===== config.mk =====
export PLATFORM = sky130hd
export DESIGN_NAME = cluster_reset_ctrl
export DESIGN_NICKNAME = d
export VERILOG_FILES = /design/src/rtl/rstc_pkg.sv /design/src/rtl/rstc_bus_decode.sv /design/src/rtl/rstc_regs.sv /design/src/rtl/rstc_core_seq.sv /design/src/rtl/cluster_reset_ctrl.sv
export SDC_FILE = /design/constraint.sdc
export NUM_CORES = 1
export LEC_CHECK = 0
export ABC_AREA = 1
export BUFFER_PORTS_ARGS = -buffer_cell sky130_fd_sc_hd__buf_2
export CORE_MARGIN = 2
export CORE_UTILIZATION = 30
export DETAILED_ROUTE_END_ITERATION = 8
export GPL_TIMING_DRIVEN = 0
export PLACE_DENSITY = 0.46
export SLEW_MARGIN = 0
export SYNTH_ARGS = -nofsm -noshare
export SYNTH_HDL_FRONTEND = slang
export SYNTH_HIERARCHICAL = 1
export SYNTH_SLANG_ARGS = --single-unit
export TNS_END_PERCENT = 10

===== constraint.sdc =====
create_clock -name clk -period 4.8 [get_ports clk]
set_clock_uncertainty 0.1 [all_clocks]
set_input_delay 0.72 -clock clk [delete_from_list [all_inputs] [get_ports clk]]
set_output_delay 0.72 -clock clk [all_outputs]
set_load 0.01 [all_outputs]

===== src/rtl/rstc_pkg.sv =====
package rstc_pkg;
  localparam int IDX_CTRL  = 0;
  localparam int IDX_RSTAT = 2;
  localparam int IDX_IMASK = 6;
  localparam int IDX_GPR1  = 8;

  localparam int BIT_CORE_RST0 = 13;
  localparam int BIT_CORE_EN0  = 21;
  localparam int BIT_DISP1     = 3;
  localparam int BIT_DISP2     = 12;

  localparam logic [31:0] CTRL_INIT  = 32'h0000_0521;
  localparam logic [31:0] RSTAT_INIT = 32'h0000_0001;
  localparam logic [31:0] IMASK_INIT = 32'h0000_001F;

  function automatic logic [31:0] reg_init(int idx);
    case (idx)
      IDX_CTRL:  return CTRL_INIT;
      IDX_RSTAT: return RSTAT_INIT;
      IDX_IMASK: return IMASK_INIT;
      default:   return 32'h0;
    endcase
  endfunction

  // general-purpose word 2k+1 holds the start address of core k
  function automatic int entry_idx(int core);
    return IDX_GPR1 + 2 * core;
  endfunction
endpackage


===== src/rtl/rstc_bus_decode.sv =====
module rstc_bus_decode #(
  parameter int AW    = 12,
  parameter int NREGS = 18
) (
  input  logic          bus_sel,
  input  logic          bus_wr,
  input  logic [AW-1:0] bus_addr,
  input  logic [3:0]    bus_be,
  output logic          wr_hit,
  output logic          rd_req,
  output logic          rd_hit,
  output logic [AW-3:0] idx
);
  localparam logic [AW-3:0] LIMIT = (AW-2)'(NREGS);

  logic acc_ok;
  logic in_range;

  always_comb begin
    idx      = bus_addr[AW-1:2];
    acc_ok   = bus_sel && (bus_addr[1:0] == 2'b00) && (bus_be == 4'hF);
    in_range = idx < LIMIT;
    wr_hit   = acc_ok && bus_wr && in_range;
    rd_req   = bus_sel && !bus_wr;
    rd_hit   = acc_ok && !bus_wr && in_range;
  end
endmodule


===== src/rtl/rstc_regs.sv =====
module rstc_regs
  import rstc_pkg::*;
#(
  parameter int NREGS  = 18,
  parameter int IW     = 10,
  parameter int NCORES = 4,
  parameter int DW     = 32
) (
  input  logic                 clk,
  input  logic                 rst,
  input  logic                 we,
  input  logic [IW-1:0]        widx,
  input  logic [DW-1:0]        wdata,
  input  logic [IW-1:0]        ridx,
  output logic [DW-1:0]        rval,
  output logic [NCORES*DW-1:0] entry_flat,
  output logic [NCORES*DW-1:0] arg_flat
);
  logic [DW-1:0] mem_q [1:NREGS-1];

  for (genvar i = 1; i < NREGS; i++) begin : g_word
    always_ff @(posedge clk) begin
      if (rst)
        mem_q[i] <= DW'(reg_init(i));
      else if (we && widx == IW'(i))
        mem_q[i] <= wdata;
    end
  end

  always_comb begin
    rval = '0;
    for (int i = 1; i < NREGS; i++)
      if (ridx == IW'(i)) rval = mem_q[i];
  end

  for (genvar k = 0; k < NCORES; k++) begin : g_boot
    if (k == 0 || entry_idx(k) + 1 >= NREGS) begin : g_none
      assign entry_flat[k*DW +: DW] = '0;
      assign arg_flat[k*DW +: DW]   = '0;
    end else begin : g_pair
      assign entry_flat[k*DW +: DW] = mem_q[entry_idx(k)];
      assign arg_flat[k*DW +: DW]   = mem_q[entry_idx(k) + 1];
    end
  end
endmodule


===== src/rtl/rstc_core_seq.sv =====
module rstc_core_seq #(
  parameter int HAS_EN = 1,
  parameter int DW     = 32
) (
  input  logic          clk,
  input  logic          rst,
  input  logic          wr_ctrl,
  input  logic          en_chg,
  input  logic          en_new,
  input  logic          rst_chg,
  input  logic          done,
  input  logic [DW-1:0] entry_in,
  input  logic [DW-1:0] arg_in,
  output logic          rst_req,
  output logic          on_req,
  output logic          off_req,
  output logic [DW-1:0] entry,
  output logic [DW-1:0] arg,
  output logic          clr_rst
);
  logic pend;
  logic fire_en, fire_rst;

  always_comb begin
    fire_en  = (HAS_EN != 0) && wr_ctrl && en_chg && !pend;
    fire_rst = wr_ctrl && rst_chg && !en_chg && !pend;
    clr_rst  = pend && done;
  end

  always_ff @(posedge clk) begin
    if (rst) begin
      rst_req <= 1'b0;
      on_req  <= 1'b0;
      off_req <= 1'b0;
      entry   <= '0;
      arg     <= '0;
      pend    <= 1'b0;
    end else begin
      rst_req <= fire_rst;
      on_req  <= fire_en && en_new;
      off_req <= fire_en && !en_new;
      if (fire_en && en_new) begin
        entry <= entry_in;
        arg   <= arg_in;
      end
      if (clr_rst)
        pend <= 1'b0;
      else if (fire_en || fire_rst)
        pend <= 1'b1;
    end
  end

  // a core never sees two kinds of request at once
  a_r7_one_request: assert property (@(posedge clk) disable iff (rst)
    $onehot0({rst_req, on_req, off_req}));

  // a request only starts a fresh pending window
  a_r9_no_retrigger: assert property (@(posedge clk) disable iff (rst)
    (rst_req || on_req || off_req) |-> (pend && !$past(pend)));

  // pending waits for the completion pulse
  a_r6_hold_until_done: assert property (@(posedge clk) disable iff (rst)
    (pend && !done) |=> pend);
endmodule


===== src/rtl/cluster_reset_ctrl.sv =====
module cluster_reset_ctrl
  import rstc_pkg::*;
#(
  parameter int AW     = 12,
  parameter int NREGS  = 18,
  parameter int NCORES = 4
) (
  input  logic               clk,
  input  logic               rst,
  input  logic               bus_sel,
  input  logic               bus_wr,
  input  logic [AW-1:0]      bus_addr,
  input  logic [3:0]         bus_be,
  input  logic [31:0]        bus_wdata,
  output logic [31:0]        bus_rdata,
  input  logic [NCORES-1:0]  core_done,
  output logic [NCORES-1:0]  core_rst_req,
  output logic [NCORES-1:0]  core_on_req,
  output logic [NCORES-1:0]  core_off_req,
  output logic [NCORES*32-1:0] core_entry,
  output logic [NCORES*32-1:0] core_arg
);
  localparam int DW = 32;
  localparam int IW = AW - 2;

  logic          wr_hit, rd_req, rd_hit;
  logic [IW-1:0] idx;
  logic [DW-1:0] reg_rval;
  logic [NCORES*DW-1:0] boot_entry, boot_arg;
  logic [DW-1:0] ctrl_q, ctrl_store, ctrl_n;
  logic [NCORES-1:0] clr;
  logic          wr_ctrl;

  rstc_bus_decode #(.AW(AW), .NREGS(NREGS)) u_dec (
    .bus_sel(bus_sel), .bus_wr(bus_wr), .bus_addr(bus_addr), .bus_be(bus_be),
    .wr_hit(wr_hit), .rd_req(rd_req), .rd_hit(rd_hit), .idx(idx)
  );

  rstc_regs #(.NREGS(NREGS), .IW(IW), .NCORES(NCORES), .DW(DW)) u_regs (
    .clk(clk), .rst(rst),
    .we(wr_hit && idx != '0), .widx(idx), .wdata(bus_wdata),
    .ridx(idx), .rval(reg_rval),
    .entry_flat(boot_entry), .arg_flat(boot_arg)
  );

  assign wr_ctrl = wr_hit && (idx == '0);

  always_comb begin
    ctrl_store = bus_wdata;
    if (ctrl_q[BIT_DISP1] ^ bus_wdata[BIT_DISP1]) ctrl_store[BIT_DISP1] = 1'b0;
    if (ctrl_q[BIT_DISP2] ^ bus_wdata[BIT_DISP2]) ctrl_store[BIT_DISP2] = 1'b0;
    ctrl_n = wr_ctrl ? ctrl_store : ctrl_q;
    for (int k = 0; k < NCORES; k++)
      if (clr[k]) ctrl_n[BIT_CORE_RST0 + k] = 1'b0;
  end

  always_ff @(posedge clk) begin
    if (rst) ctrl_q <= CTRL_INIT;
    else     ctrl_q <= ctrl_n;
  end

  for (genvar k = 0; k < NCORES; k++) begin : g_core
    rstc_core_seq #(.HAS_EN(k > 0 ? 1 : 0), .DW(DW)) u_seq (
      .clk(clk), .rst(rst), .wr_ctrl(wr_ctrl),
      .en_chg((k > 0) ? (ctrl_q[BIT_CORE_EN0 + k] ^ bus_wdata[BIT_CORE_EN0 + k]) : 1'b0),
      .en_new(bus_wdata[BIT_CORE_EN0 + k]),
      .rst_chg(ctrl_q[BIT_CORE_RST0 + k] ^ bus_wdata[BIT_CORE_RST0 + k]),
      .done(core_done[k]),
      .entry_in(boot_entry[k*DW +: DW]), .arg_in(boot_arg[k*DW +: DW]),
      .rst_req(core_rst_req[k]), .on_req(core_on_req[k]), .off_req(core_off_req[k]),
      .entry(core_entry[k*DW +: DW]), .arg(core_arg[k*DW +: DW]),
      .clr_rst(clr[k])
    );
  end

  always_ff @(posedge clk) begin
    if (rst)
      bus_rdata <= '0;
    else if (rd_req)
      bus_rdata <= !rd_hit ? '0 : (idx == '0) ? ctrl_q : reg_rval;
  end

  // a changed display-unit bit never lands in the stored word
  a_r5_disp_clear: assert property (@(posedge clk) disable iff (rst)
    (wr_ctrl && (ctrl_q[BIT_DISP1] ^ bus_wdata[BIT_DISP1])) |=> !ctrl_q[BIT_DISP1]);

  // a rejected write leaves the control word alone
  a_r1_bad_write_ignored: assert property (@(posedge clk) disable iff (rst)
    (bus_sel && bus_wr && (bus_addr[1:0] != 2'b00 || bus_be != 4'hF) && clr == '0)
      |=> $stable(ctrl_q));
endmodule


==> results of run 1 <==
-- worst max-delay path: cells and delay by family --
| family | cells | cell delay [ps] |
|---|---|---|
| simple gates | 8 | 1490 |
| buf+inv | 6 | 1020 |
| compound gates | 6 | 2020 |
-- sequential cells by signal, indices dropped and copies added (netlist names) --
signal                cells
u_regs/mem_q            544
bus_rdata                32
ctrl_q                   32
g_core.u_seq/pend         4
g_core.u_seq/arg         96
g_core.u_seq/rst_req      4
g_core.u_seq/entry       96
g_core.u_seq/off_req      3
g_core.u_seq/on_req       3
-- area by class of cell --
class                   instances  area [um2]  share of cell area [%]
clock inverters                48         447                   0.964
flip-flops and latches        814       21700                    46.9
clock buffers                 127        2740                    5.91
multi-input cells            2599       11500                    24.9
plain buffers                 512        3270                    7.06
repair buffers                293        1550                    3.35
well taps                    1742        2180                    4.71
inverters                     759        2850                    6.15
-- cells in the final DEF, fill, tap and decap left out, types with 102 or more instances in the layout --
| cell | n |
|---|---|
| nand2_1 | 940 |
| nor2_1 | 799 |
| inv_1 | 698 |
| edfxtp_1 | 544 |
| nand3_1 | 357 |
| buf_2 | 316 |
| buf_4 | 274 |
| dfxtp_1 | 270 |
| clkbuf_1 | 169 |
| a21oi_1 | 121 |
| clkbuf_16 | 102 |
-- per-layer routing --
| metal | vias to the layer above | wire (um) | share of wire [%] | track usage, % |
|---|---|---|---|---|
| met2 | 1155 | 67700 | 46 | 34.8 |
| met5 | - | 27 | 0.018 | 0 |
| met1 | 15000 | 65700 | 44 | 30.1 |
| met3 | 174 | 10300 | 6.9 | 3.28 |
| li1 | 15000 | - | - | - |
| met4 | 4 | 4650 | 3.1 | 7.19 |
-- through the flow --
| stage | setup TNS, ps | util, % | cells | setup slack, ps | total power (uW) |
|---|---|---|---|---|---|
| after CTS | -10.4 | 35.8 | 6894 | -10.4 | 16200 |
| final | -11.4 | 35.9 | 6894 | -11.4 | 16100 |
| after floorplan | 0 | - | 4684 | 2.15 | 8390 |
| after global placement | -202200 | 33.2 | 6714 | -3010 | 8780 |
| after detailed placement | -17410 | 33.3 | 6719 | -1050 | 8790 |
| after global routing | 0 | 35.9 | 6894 | 4.96 | 16600 |
-- report_power, final --
group	internal, uW	leakage (uW)	switching, uW
Combinational	235	0.0114	604
Sequential	7700	0.00734	118
Clock	4300	0.00159	3120
Total	12200	0.0204	3840
-- final timing paths --
path / start / end / slack (ps) / cells after the start
worst max-delay path: bus_addr[5] / bus_rdata[12]$_SDFFE_PP0P_ / -10 / 20
worst min-delay path: bus_wdata[27] / ctrl_q[27]$_SDFFE_PP0P_ / 150 / 3
worst min register to register: g_core[0].u_seq/pend$_SDFFE_PP0P_ / g_core[0].u_seq/pend$_SDFFE_PP0P_ / 360 / 2
worst max register to register: u_regs/mem_q[0][25]$_SDFFCE_PN0P_ / bus_rdata[25]$_SDFFE_PP0P_ / 690 / 13
-- what timing repair did --
action / CTS / global route
resized for setup: 8 / 6
cloned: 0 / 0
setup endpoints to repair: 8 / 6
==> results_dict.tcl, run 1 <==
set metrics [dict create \
    place.port_buffers 288 \
    io_pins 356 \
    track_usage_pct 21.8 \
    num_vias 31400 \
    final-hold-violation-count 0 \
    grt_pass1_wl_mm 207 \
    grt_max_degree 33 \
    placed_area_um2 43000 \
    clock_sinks 814 \
    avgRoutedWirePerCell_um 21.5 \
    hold_ws_ps 153 \
    fin_crit_sh_pct 100 \
    postLayoutCellArea_um2 46300 \
    place_congestion 0.909 \
    n_fill_cell 13600 \
    violations "negative setup slack" \
    htree_levels 3 \
    cts_root_buf "clkbuf_16" \
    antenna_found_initial 7 \
    fp.dieH_um 364 \
    p_leak_uw 0.0204 \
    synth_warnings 6 \
    outcome "complete, but fails checks" \
    die_w_um 364 \
    cp_slowest_stage_delay_ps 650 \
    grt_pass1_vias 28700 \
    synthCells 4619 \
    final_max_slew_viol_count 0 \
    clk_pin_slew_ps 60 \
    rsz0062_at_grt "no" \
    synth.avg_cell_area_um2 8.44 \
    cts_setup_buffers 0 \
    worstSetupPathType "in2reg" \
    worstPathRequired_ps 5280 \
    ir_drop_mv 0.232 \
    syn2layout_area_growth_pct 18.8 \
    fin_ws_ps -11.4 \
    numCtsBuffers 93 \
    fmax_ghz 0.208 \
    dpl.hpwl_mm 111 \
    finalWirelength_mm 148 \
    min_path_type "in2reg" \
    insertion_delay_ps 720 \
    power_density_nw_per_um2 347 \
    detail-route-antenna-nets 0 \
    slew_headroom_pct 1.99 \
    path_max_fanout 10 \
    rows 132 \
    diodes 0 \
    clk_path_buf_depth 3 \
    crit_path_cell_trace "buf_2, buf_4, nor2_1, buf_2, inv_2, nor2_1, nand3_1, inv_2, clkbuf_1, a21oi_1, nand3_1, a221oi_1, nand3_1, a221oi_1, nand4_1, a21oi_1, nand3_1, o21bai_1, nand3_1, a21oi_1" \
    worst_slew_pin_slew_ps 1470 \
    holdBufCountCts 0 \
    drive_gt1_share_pct 17.9 \
    drtIter0Drc 2874 \
    nNetsFinal 5128 \
    worstPathArrival_ps 5290 \
    critPathMostFrequentCell "nand3_1" \
    syn-cell-area_um2 39000 \
    firstDrtPassIters 6 \
    cts_tree "yes" \
    fin_crit_ps 4810 \
    critPathCaptureType "register" \
    die-area_um2 133000 \
    max-cap-violations 0 \
    startpoint_type "input pin" \
    via_per_inst 4.55 \
    overflow 0 \
    initial_core_util_pct 30.2 \
    setup_viol 1 \
    cp_slowest_cell "a221oi_1" \
    route.detailed.drc 0 \
    fp.coreArea_um2 129000 \
]
No activity file was read; power rests on OpenSTA's default activity.
==> inputs of run 2 (changes only) <==
--- a/config.mk
+++ b/config.mk
@@ -13,4 +13,5 @@
 export GPL_TIMING_DRIVEN = 0
 export PLACE_DENSITY = 0.46
+export RECOVER_POWER = 50
 export SLEW_MARGIN = 0
 export SYNTH_ARGS = -nofsm -noshare
==> constraint.sdc (replaced) <==
create_clock -name clk -period 4.8 [get_ports clk]
set_clock_uncertainty 0.1 [all_clocks]
set_input_delay 0 -clock clk [delete_from_list [all_inputs] [get_ports clk]]
set_output_delay 0 -clock clk [all_outputs]
set_load 0.01 [all_outputs]
==> run 2 against run 1 <==
The flow finishes with violations (max-capacitance violations, max-slew violations). Critical endpoint is now bus_rdata[27]$_SDFFE_PP0P_. Sequential cell count unchanged. Clock power hardly changed. Setup slack improved by 300 ps. Via count rose by 1.7%. Utilization grew 0.35 points. Combinational power increased by 5.0%. Fmax grew 6.7%. Final cell count rose by 1.6%. Non-clock buffer count up 109. Register-to-register slack got worse by 360 ps.
==> results_dict.tcl, run 2 (synthesized netlist as in run 1, its figures left out) <==
set metrics [dict create \
    outcome "complete, but fails checks" \
    violations "max-capacitance violations, max-slew violations" \
    fin_cells 7005 \
    layout_commonest_cell "nand2_1" \
    slew_headroom_pct -42.9 \
    layout_common_cells "nand2_1 (942), nor2_1 (805), inv_1 (698)" \
    final-hold-violation-count 0 \
    crit_path_cell_trace "buf_2, buf_4, nor2_2, nand2_2, nor2_1, nand2_2, inv_2, nand2_1, nand2_1, a221oi_1, nand4_1, a21oi_1, nand2_1, a21oi_1, nand3_1, a221oi_1, nand4_1, o21bai_1, nand3_1, a21oi_1" \
    num_vias 31900 \
    io_pins 356 \
    die_w_um 364 \
    final_max_slew_viol_count 66 \
    regMostFlops "u_regs/mem_q" \
    postLayoutCellArea_um2 46800 \
    detail-route-antenna-nets 0 \
    critPathCaptureType "register" \
    place.port_buffers 288 \
    finalWirelength_mm 150 \
    fp.coreArea_um2 129000 \
    numCtsBuffers 93 \
    fin_crit_ps 4510 \
    power_density_nw_per_um2 345 \
    dpl.hpwl_mm 111 \
    rsz0062_at_grt "no" \
    track_usage_pct 22.0 \
    rows 132 \
    clk_pin_slew_ps 70 \
    finalSetupTns_ps 0 \
    fin_crit_sh_pct 93.9 \
    path_max_fanout 10 \
    wl_met2_mm 68.5 \
    insertion_delay_ps 720 \
    syn2layout_area_growth_pct 20.0 \
    placed_area_um2 43000 \
    fin_ws_ps 292 \
    grt_pass1_wl_mm 210 \
    p_leak_uw 0.0196 \
    setup_viol 0 \
    firstDrtPassIters 7 \
    startpoint_type "input pin" \
    drive_gt1_share_pct 12.1 \
    wl_met3_mm 10.3 \
    antenna_found_initial 7 \
    worst-r2r-setup-slack_ps 330 \
    cts.repair.resized 0 \
    avgRoutedWirePerCell_um 21.4 \
    grt_pass1_vias 29300 \
    ir_drop_mv 0.234 \
    worst_slew_pin_slew_ps 2140 \
    initial_core_util_pct 30.2 \
    top_regs "u_regs/mem_q (544), g_core.u_seq/arg (96), g_core.u_seq/entry (96)" \
    worstPathArrival_ps 5000 \
    power_uw 16100 \
    clock_sinks 814 \
    cts_root_buf "clkbuf_16" \
    place_inst 6719 \
    topRoutingLayerUsed "met5" \
    clk_path_buf_depth 3 \
    largest_reg_flops 544 \
    min_path_type "in2reg" \
    nNetsFinal 5237 \
    cts_tree "yes" \
    via_per_inst 4.56 \
    drtIter0Drc 2915 \
    die-area_um2 133000 \
    fmax_ghz 0.222 \
    cp_slowest_cell "a221oi_1" \
    worstPathRequired_ps 5290 \
    overflow 0 \
    place_congestion 0.909 \
    htree_levels 3 \
    post-place-ws_ps -326 \
    route.detailed.drc 0 \
    max-cap-violations 2 \
    grt_max_degree 33 \
    cp_slowest_stage_delay_ps 880 \
    worstSetupPathType "in2reg" \
    wl_met1_mm 66.3 \
    fp.dieH_um 364 \
]
[run 2: layer usage]
layer,up-vias,track usage [%]
li1,15300,-
met5,-,0
met1,15400,30.2
met4,2,7.41
met3,189,3.37
met2,1123,35.2
[run 2: layout make-up]
class | instances | area [um2]
inverters | 759 | 2850
clock inverters | 48 | 447
repair buffers | 402 | 2320
plain buffers | 512 | 3120
fillers | 13700 | 82400
diodes | 2 | 5.00
flip-flops and latches | 814 | 21700
multi-input cells | 2599 | 11400
clock buffers | 127 | 2740
well taps | 1742 | 2180
[run 2: worst paths after layout]
check                                                       start                         end  cells after the start
worst max-delay path                                  bus_addr[9]  bus_rdata[27]$_SDFFE_PP0P_                     20
worst min-delay path                                 bus_wdata[4]      ctrl_q[4]$_SDFFE_PP0P_                      4
worst min register to register          bus_rdata[8]$_SDFFE_PP0P_   bus_rdata[8]$_SDFFE_PP0P_                      2
worst max register to register  u_regs/mem_q[0][25]$_SDFFCE_PN0P_  bus_rdata[25]$_SDFFE_PP0P_                     13
[run 2: per-stage QoR]
step	util [%]	hold slack [ps]
2_1_floorplan	-	-30.9
3_3_place_gp	33.2	166
3_5_place_dp	33.3	172
4_1_cts	36.6	4.26
5_1_grt	36.2	56.7
6_report	36.2	34.0
[run 2: what timing repair did]
action,in CTS,in global routing
buffers inserted,0,0
endpoints found under the hold margin,300,0
hold buffers,109,0
[run 2: critical path, delay by kind of cell]
family          cells  cell delay (ps)
compound gates      6             2420
buf+inv             3              390
simple gates       11             2160
[run 2: power breakdown]
group / total [uW] / internal (uW) / leakage [uW] / switching (uW)
clock network: 7420 / 4300 / 0.00159 / 3120
registers: 7810 / 7700 / 0.00734 / 116
logic: 881 / 269 / 0.0107 / 613
total: 16100 / 12300 / 0.0196 / 3850
